### src/rtl/intc_pkg.sv
package intc_pkg;
  localparam int unsigned MASK_SET_ADDR  = 0;
  localparam int unsigned MASK_CLR_ADDR  = 1;
  localparam int unsigned PRIO_BASE_ADDR = 2;

  function automatic int unsigned event_code(int unsigned base, int unsigned step,
                                             int unsigned idx);
    return base + step * idx;
  endfunction
endpackage

### src/rtl/intc_cfg_regs.sv
module intc_cfg_regs #(
  parameter int unsigned N_SRC  = 8,
  parameter int unsigned PRIO_W = 4,
  parameter int unsigned DATA_W = 32,
  parameter int unsigned ADDR_W = 2
) (
  input  logic                     clk_i,
  input  logic                     rst_ni,
  input  logic                     wr_en_i,
  input  logic [ADDR_W-1:0]        wr_addr_i,
  input  logic [DATA_W-1:0]        wr_data_i,
  output logic [N_SRC-1:0]         mask_o,
  output logic [N_SRC*PRIO_W-1:0]  prio_o
);
  import intc_pkg::*;

  localparam int unsigned SRC_PER_REG = DATA_W / PRIO_W;

  logic [N_SRC-1:0] mask_q;
  logic             wr_set, wr_clr;

  assign wr_set = wr_en_i && (wr_addr_i == ADDR_W'(MASK_SET_ADDR));
  assign wr_clr = wr_en_i && (wr_addr_i == ADDR_W'(MASK_CLR_ADDR));

  always_ff @(posedge clk_i or negedge rst_ni) begin
    if (!rst_ni) begin
      mask_q <= '1;
    end else if (wr_set) begin
      mask_q <= mask_q | wr_data_i[N_SRC-1:0];
    end else if (wr_clr) begin
      mask_q <= mask_q & ~wr_data_i[N_SRC-1:0];
    end
  end

  assign mask_o = mask_q;

  for (genvar i = 0; i < N_SRC; i++) begin : g_prio
    localparam int unsigned REG_IDX = i / SRC_PER_REG;
    localparam int unsigned FLD_IDX = i % SRC_PER_REG;
    logic [PRIO_W-1:0] prio_q;
    logic              hit;

    assign hit = wr_en_i && (wr_addr_i == ADDR_W'(PRIO_BASE_ADDR + REG_IDX));

    always_ff @(posedge clk_i or negedge rst_ni) begin
      if (!rst_ni) begin
        prio_q <= '0;
      end else if (hit) begin
        prio_q <= wr_data_i[FLD_IDX*PRIO_W +: PRIO_W];
      end
    end

    assign prio_o[i*PRIO_W +: PRIO_W] = prio_q;
  end
endmodule

### src/rtl/intc_prio_tree.sv
module intc_prio_tree #(
  parameter int unsigned N_SRC  = 8,
  parameter int unsigned PRIO_W = 4,
  parameter int unsigned IDX_W  = 3
) (
  input  logic [N_SRC-1:0]         cand_i,
  input  logic [N_SRC*PRIO_W-1:0]  prio_i,
  output logic                     win_valid_o,
  output logic [PRIO_W-1:0]        win_level_o,
  output logic [IDX_W-1:0]         win_idx_o
);
  localparam int unsigned DEPTH  = (N_SRC > 1) ? $clog2(N_SRC) : 1;
  localparam int unsigned LEAVES = 1 << DEPTH;
  localparam int unsigned NODES  = 2 * LEAVES - 1;

  logic              nv [NODES];
  logic [PRIO_W-1:0] nl [NODES];
  logic [IDX_W-1:0]  ni [NODES];

  for (genvar k = 0; k < LEAVES; k++) begin : g_leaf
    if (k < N_SRC) begin : g_real
      assign nv[LEAVES-1+k] = cand_i[k];
      assign nl[LEAVES-1+k] = prio_i[k*PRIO_W +: PRIO_W];
    end else begin : g_pad
      assign nv[LEAVES-1+k] = 1'b0;
      assign nl[LEAVES-1+k] = '0;
    end
    assign ni[LEAVES-1+k] = IDX_W'(k);
  end

  // left child covers lower indices; >= keeps them on ties
  for (genvar i = 0; i < LEAVES - 1; i++) begin : g_node
    logic pick_l;
    assign pick_l = nv[2*i+1] && (!nv[2*i+2] || (nl[2*i+1] >= nl[2*i+2]));
    assign nv[i]  = nv[2*i+1] || nv[2*i+2];
    assign nl[i]  = pick_l ? nl[2*i+1] : nl[2*i+2];
    assign ni[i]  = pick_l ? ni[2*i+1] : ni[2*i+2];
  end

  assign win_valid_o = nv[0];
  assign win_level_o = nl[0];
  assign win_idx_o   = ni[0];
endmodule

### src/rtl/intc_accept.sv
module intc_accept #(
  parameter int unsigned PRIO_W    = 4,
  parameter int unsigned IDX_W     = 3,
  parameter int unsigned CODE_W    = 12,
  parameter int unsigned CODE_BASE = 32'h200,
  parameter int unsigned CODE_STEP = 32'h20
) (
  input  logic              clk_i,
  input  logic              rst_ni,
  input  logic              win_valid_i,
  input  logic [PRIO_W-1:0] win_level_i,
  input  logic [IDX_W-1:0]  win_idx_i,
  input  logic [PRIO_W-1:0] cpu_level_i,
  input  logic              ack_i,
  output logic              req_o,
  output logic [PRIO_W-1:0] req_level_o,
  output logic [CODE_W-1:0] req_code_o,
  output logic [CODE_W-1:0] evt_code_o
);
  import intc_pkg::*;

  logic              accept;
  logic [CODE_W-1:0] code_d;
  logic              req_q;
  logic [PRIO_W-1:0] lvl_q;
  logic [CODE_W-1:0] code_q, evt_q;

  assign accept = win_valid_i && (win_level_i > cpu_level_i);
  assign code_d = CODE_W'(event_code(CODE_BASE, CODE_STEP, int'(win_idx_i)));

  always_ff @(posedge clk_i or negedge rst_ni) begin
    if (!rst_ni) begin
      req_q  <= 1'b0;
      lvl_q  <= '0;
      code_q <= '0;
      evt_q  <= '0;
    end else begin
      req_q  <= accept;
      lvl_q  <= accept ? win_level_i : '0;
      code_q <= accept ? code_d : '0;
      if (ack_i && req_q) evt_q <= code_q;
    end
  end

  assign req_o       = req_q;
  assign req_level_o = lvl_q;
  assign req_code_o  = code_q;
  assign evt_code_o  = evt_q;
endmodule

### src/rtl/intc_arbiter.sv
module intc_arbiter #(
  parameter int unsigned N_SRC     = 8,
  parameter int unsigned PRIO_W    = 4,
  parameter int unsigned DATA_W    = 32,
  parameter int unsigned CODE_W    = 12,
  parameter int unsigned CODE_BASE = 32'h200,
  parameter int unsigned CODE_STEP = 32'h20,
  localparam int unsigned N_PRIO_REG = (N_SRC * PRIO_W + DATA_W - 1) / DATA_W,
  localparam int unsigned ADDR_W     = $clog2(intc_pkg::PRIO_BASE_ADDR + N_PRIO_REG),
  localparam int unsigned IDX_W      = (N_SRC > 1) ? $clog2(N_SRC) : 1
) (
  input  logic              clk_i,
  input  logic              rst_ni,
  input  logic [N_SRC-1:0]  irq_i,
  input  logic [PRIO_W-1:0] cpu_level_i,
  input  logic              wr_en_i,
  input  logic [ADDR_W-1:0] wr_addr_i,
  input  logic [DATA_W-1:0] wr_data_i,
  input  logic              ack_i,
  output logic              req_o,
  output logic [PRIO_W-1:0] req_level_o,
  output logic [CODE_W-1:0] req_code_o,
  output logic [CODE_W-1:0] evt_code_o
);
  logic [N_SRC-1:0]        mask;
  logic [N_SRC*PRIO_W-1:0] prio;
  logic [N_SRC-1:0]        cand;
  logic                    win_valid;
  logic [PRIO_W-1:0]       win_level;
  logic [IDX_W-1:0]        win_idx;

  intc_cfg_regs #(
    .N_SRC(N_SRC), .PRIO_W(PRIO_W), .DATA_W(DATA_W), .ADDR_W(ADDR_W)
  ) u_regs (
    .clk_i, .rst_ni, .wr_en_i, .wr_addr_i, .wr_data_i,
    .mask_o(mask), .prio_o(prio)
  );

  assign cand = irq_i & ~mask;

  intc_prio_tree #(
    .N_SRC(N_SRC), .PRIO_W(PRIO_W), .IDX_W(IDX_W)
  ) u_tree (
    .cand_i(cand), .prio_i(prio),
    .win_valid_o(win_valid), .win_level_o(win_level), .win_idx_o(win_idx)
  );

  intc_accept #(
    .PRIO_W(PRIO_W), .IDX_W(IDX_W), .CODE_W(CODE_W),
    .CODE_BASE(CODE_BASE), .CODE_STEP(CODE_STEP)
  ) u_acc (
    .clk_i, .rst_ni,
    .win_valid_i(win_valid), .win_level_i(win_level), .win_idx_i(win_idx),
    .cpu_level_i, .ack_i,
    .req_o, .req_level_o, .req_code_o, .evt_code_o
  );
endmodule

### config.mk
export PLATFORM = sky130hd
export DESIGN_NAME = intc_arbiter
export DESIGN_NICKNAME = d
export VERILOG_FILES = /design/src/rtl/intc_pkg.sv /design/src/rtl/intc_cfg_regs.sv /design/src/rtl/intc_prio_tree.sv /design/src/rtl/intc_accept.sv /design/src/rtl/intc_arbiter.sv
export SDC_FILE = /design/constraint.sdc
export NUM_CORES = 1
export LEC_CHECK = 0
export ABC_AREA = 1
export BUFFER_PORTS_ARGS = -buffer_cell sky130_fd_sc_hd__clkbuf_2
export CORE_MARGIN = 4
export CORE_UTILIZATION = 45
export CTS_CLUSTER_SIZE = 40
export DETAILED_ROUTE_END_ITERATION = 8
export GPL_ROUTABILITY_DRIVEN = 0
export PLACE_DENSITY = 0.72
export SYNTH_ARGS = -nofsm -noshare
export SYNTH_HDL_FRONTEND = slang
export SYNTH_SLANG_ARGS = --single-unit
### constraint.sdc
create_clock -name clk_i -period 5.7 [get_ports clk_i]
set_input_delay 1.14 -clock clk_i [delete_from_list [all_inputs] [get_ports clk_i]]
set_output_delay 1.14 -clock clk_i [all_outputs]
set_load 0.1 [all_outputs]
==> impl_metrics.toml <==
[route]
drtIter0Drc = 103
avgRoutedWirePerCell_um = 11.4
drt-total-wl_mm = 7.11
vias = 2965
ant_nets = 0
routed_via_density = 4.75
drc = 0
drt-met1-wl_mm = 3.33
drtPass1Iterations = 4
top_layer = "met4"
wl_met2_mm = 3.28
wl_met3_um = 420

[clocking]
cts_tree = "done"
cts-htree-levels = 2
cts-resized-gates = 0
cts.path.max_buffers = 2
hold_buffers = 0
root_buffer = "clkbuf_8"
clkTransAtPathRegs_ns = 0.09
cts_sinks = 52
clock_latency_ns = 0.30
cts_inserted_buffers = 5
cts_setup_buffers = 0

[synthesis]
yosys_warnings = 0
synthCells = 462
yosysTopAreaCellShare = 0.316
synth_xor_area_frac = 0
synth_compound_area_frac = 0.105
synthMuxAreaShare = 0.00969
synth_cell_type_count = 29
syn_area_um2 = 3480
synth_seq_cells = 52
ys_seq_area_frac = 0.376
yosys.area_share.simple = 0.256
yosysTopAreaCell = "dfrtp_1"
avgSynthCellArea_um2 = 7.54
synth_area_leaders = "dfrtp_1 (32%), ha_1 (11%), nand2_1 (9.2%)"
synthAdderAreaFrac = 0.115
synth_top_family_by_area = "simple AND/OR/NAND/NOR gates"

[critical_path]
critical_path.max_stage_delay_ns = 0.31
cp.arrival_ns = 5.10
r2r-start = "u_regs.g_prio[5].prio_q[3]"
start_kind = "primary input"
ff2ff_setup_slack_ns = 1.00
crit_type = "in -> reg"
r2r_cells = 35
critPathMaxFanout = 7
cpMostUsedCell = "nand2_1"
crit_required_ns = 5.93
end_kind = "register"
slowest_stage = "ha_1"
reg2reg_to = "u_acc.req_code_o[6]"

[timing]
max_freq_mhz = 205
setup_viol = 0
skew_ns = 0.00615
min_period_over_period = 0.854
slew-limit-headroom = 0.575
tns_ns = 0
final_hold_viol_count = 0
maxSlewViolCount = 0
tightest_slew_ns = 0.638
rsz0062_at_grt = "no"
min_period_ns = 4.87

[die]
fp.dieH_um = 96.0
pin_count = 79
row_count = 31
die-area_um2 = 9220
initial_core_util = 0.473
fp.dieW_um = 96.0
core_area_um2 = 7370

[power]
power_mw = 1.79
p_int_mw = 0.877
swShare = 0.510
power.density_nw_per_um2 = 454
leakage_nw = 2.30
p_seq_frac = 0.278
comb_power_share = 0.584
ir_worst_vdd_mv = 0.146
power_frac_clock = 0.139
p_sw_mw = 0.913

[placement]
dp_hpwl_mm = 5.79
place.port_buffers = 62

[layout]
area_growth_pct = 13.1
drive_gt1_frac = 0.204
fin_util = 0.535
final_net_count = 606
antenna_cells = 0

[run]
cap_violations = 0

[grt]
grt_pass1_wl_mm = 11.8
grt_pass1_vias = 2796
grtUsageTotal = 0.160
grt_max_degree = 65
antenna_found_initial = 0
grt-ovfl-total = 0

[hold_path]
hp-start = "u_acc.evt_code_o[9]"
hold_path_end = "u_acc.evt_code_o[9]"
hold_depth = 2
hold_class = "reg -> reg"

[outcome]
outcome = "finished, final reports clean"
power by group through the flow:
stage | Sequential, mW | Clock, mW | Combinational, mW
final | 0.497 | 0.248 | 1.04
after global routing | 0.507 | 0.271 | 1.16
after CTS | 0.498 | 0.259 | 1.05
after detailed placement | 0.506 | 0 | 1.04
after global placement | 0.503 | 0 | 1.01
after floorplan | 0.743 | 0 | 0.618
final cells by class:
class	count	area [µm²]
fillers	722	3430
multi-input cells	316	1750
flip-flops and latches	52	1310
repair buffers	64	325
inverters	85	319
well taps	99	124
clock buffers	6	72.6
clock inverters	2	35.0
cell usage after synthesis:
cell type,instances
nand2_1,85
inv_1,82
dfrtp_1,44
nand3_1,42
nor2_1,37
ha_1,32
a21oi_1,31
o21ai_0,25
buf_4,17
nand2_2,11
dfstp_2,8
nand4_1,6
and2_1,5
nor2_2,5
a21o_1,4
nand3b_1,4
buf_1,3
buf_2,3
inv_2,3
mux2_2,3
o21ai_2,3
o21ai_1,2
clkbuf_1,1
conb_1,1
nand3_2,1
nor2_4,1
nor3_1,1
o21bai_1,1
o21bai_2,1
worst max path at each step:
stage | startpoint | endpoint | cells after the start
4_1_cts | irq_i[5] | u_acc.req_code_o[6] | 34
3_5_place_dp | irq_i[5] | u_acc.req_code_o[6] | 34
2_1_floorplan | irq_i[5] | u_acc.req_code_o[6] | 30
3_3_place_gp | irq_i[5] | u_acc.req_code_o[6] | 34
5_1_grt | irq_i[5] | u_acc.req_code_o[6] | 34
6_report | irq_i[5] | u_acc.req_code_o[6] | 34
cells by family after synthesis:
family | after synthesis
multiplexers | 3
other | 1
buffers and inverters | 109
adder cells (fa/ha/maj) | 32
AND/OR/NAND/NOR | 198
AO/OA/AOI/OAI | 67
flip-flops | 52
metrics by stage:
step,hold WS [ns],cell area (µm²),instances,setup slack (ns)
4_1_cts,0.487,3940,624,0.886
3_3_place_gp,0.448,3830,616,0.745
6_report,0.480,3940,624,0.833
5_1_grt,0.519,3940,624,0.511
2_1_floorplan,0.453,3540,477,1.15
3_5_place_dp,0.464,3830,616,0.577
placed cells by master (no fill, tap or decap), types with 11 or more instances in the layout:
master | synthesis | final
ha_1 | 32 | 32
inv_1 | 82 | 82
nand2_1 | 85 | 85
clkbuf_2 | 0 | 62
o21ai_0 | 25 | 25
nand2_2 | 11 | 11
dfrtp_1 | 44 | 44
nand3_1 | 42 | 42
conb_1 | 1 | 16
a21oi_1 | 31 | 31
nor2_1 | 37 | 37
metal layers:
| metal | up-vias | track usage |
|---|---|---|
| li1 | 1560 | - |
| met3 | 9 | 0.0289 |
| met2 | 76 | 0.263 |
| met1 | 1320 | 0.216 |
| met4 | 0 | 0.0403 |
| met5 | - | 0 |
critical path, delay by kind of cell:
family / cells / cell delay [ns]
buffers and inverters: 7 / 0.49
and+or+nand+nor: 20 / 2.03
adders and majority gates: 3 / 0.90
AOI/OAI and AO/OA: 4 / 0.52
Power figures use the tool's default switching activity.
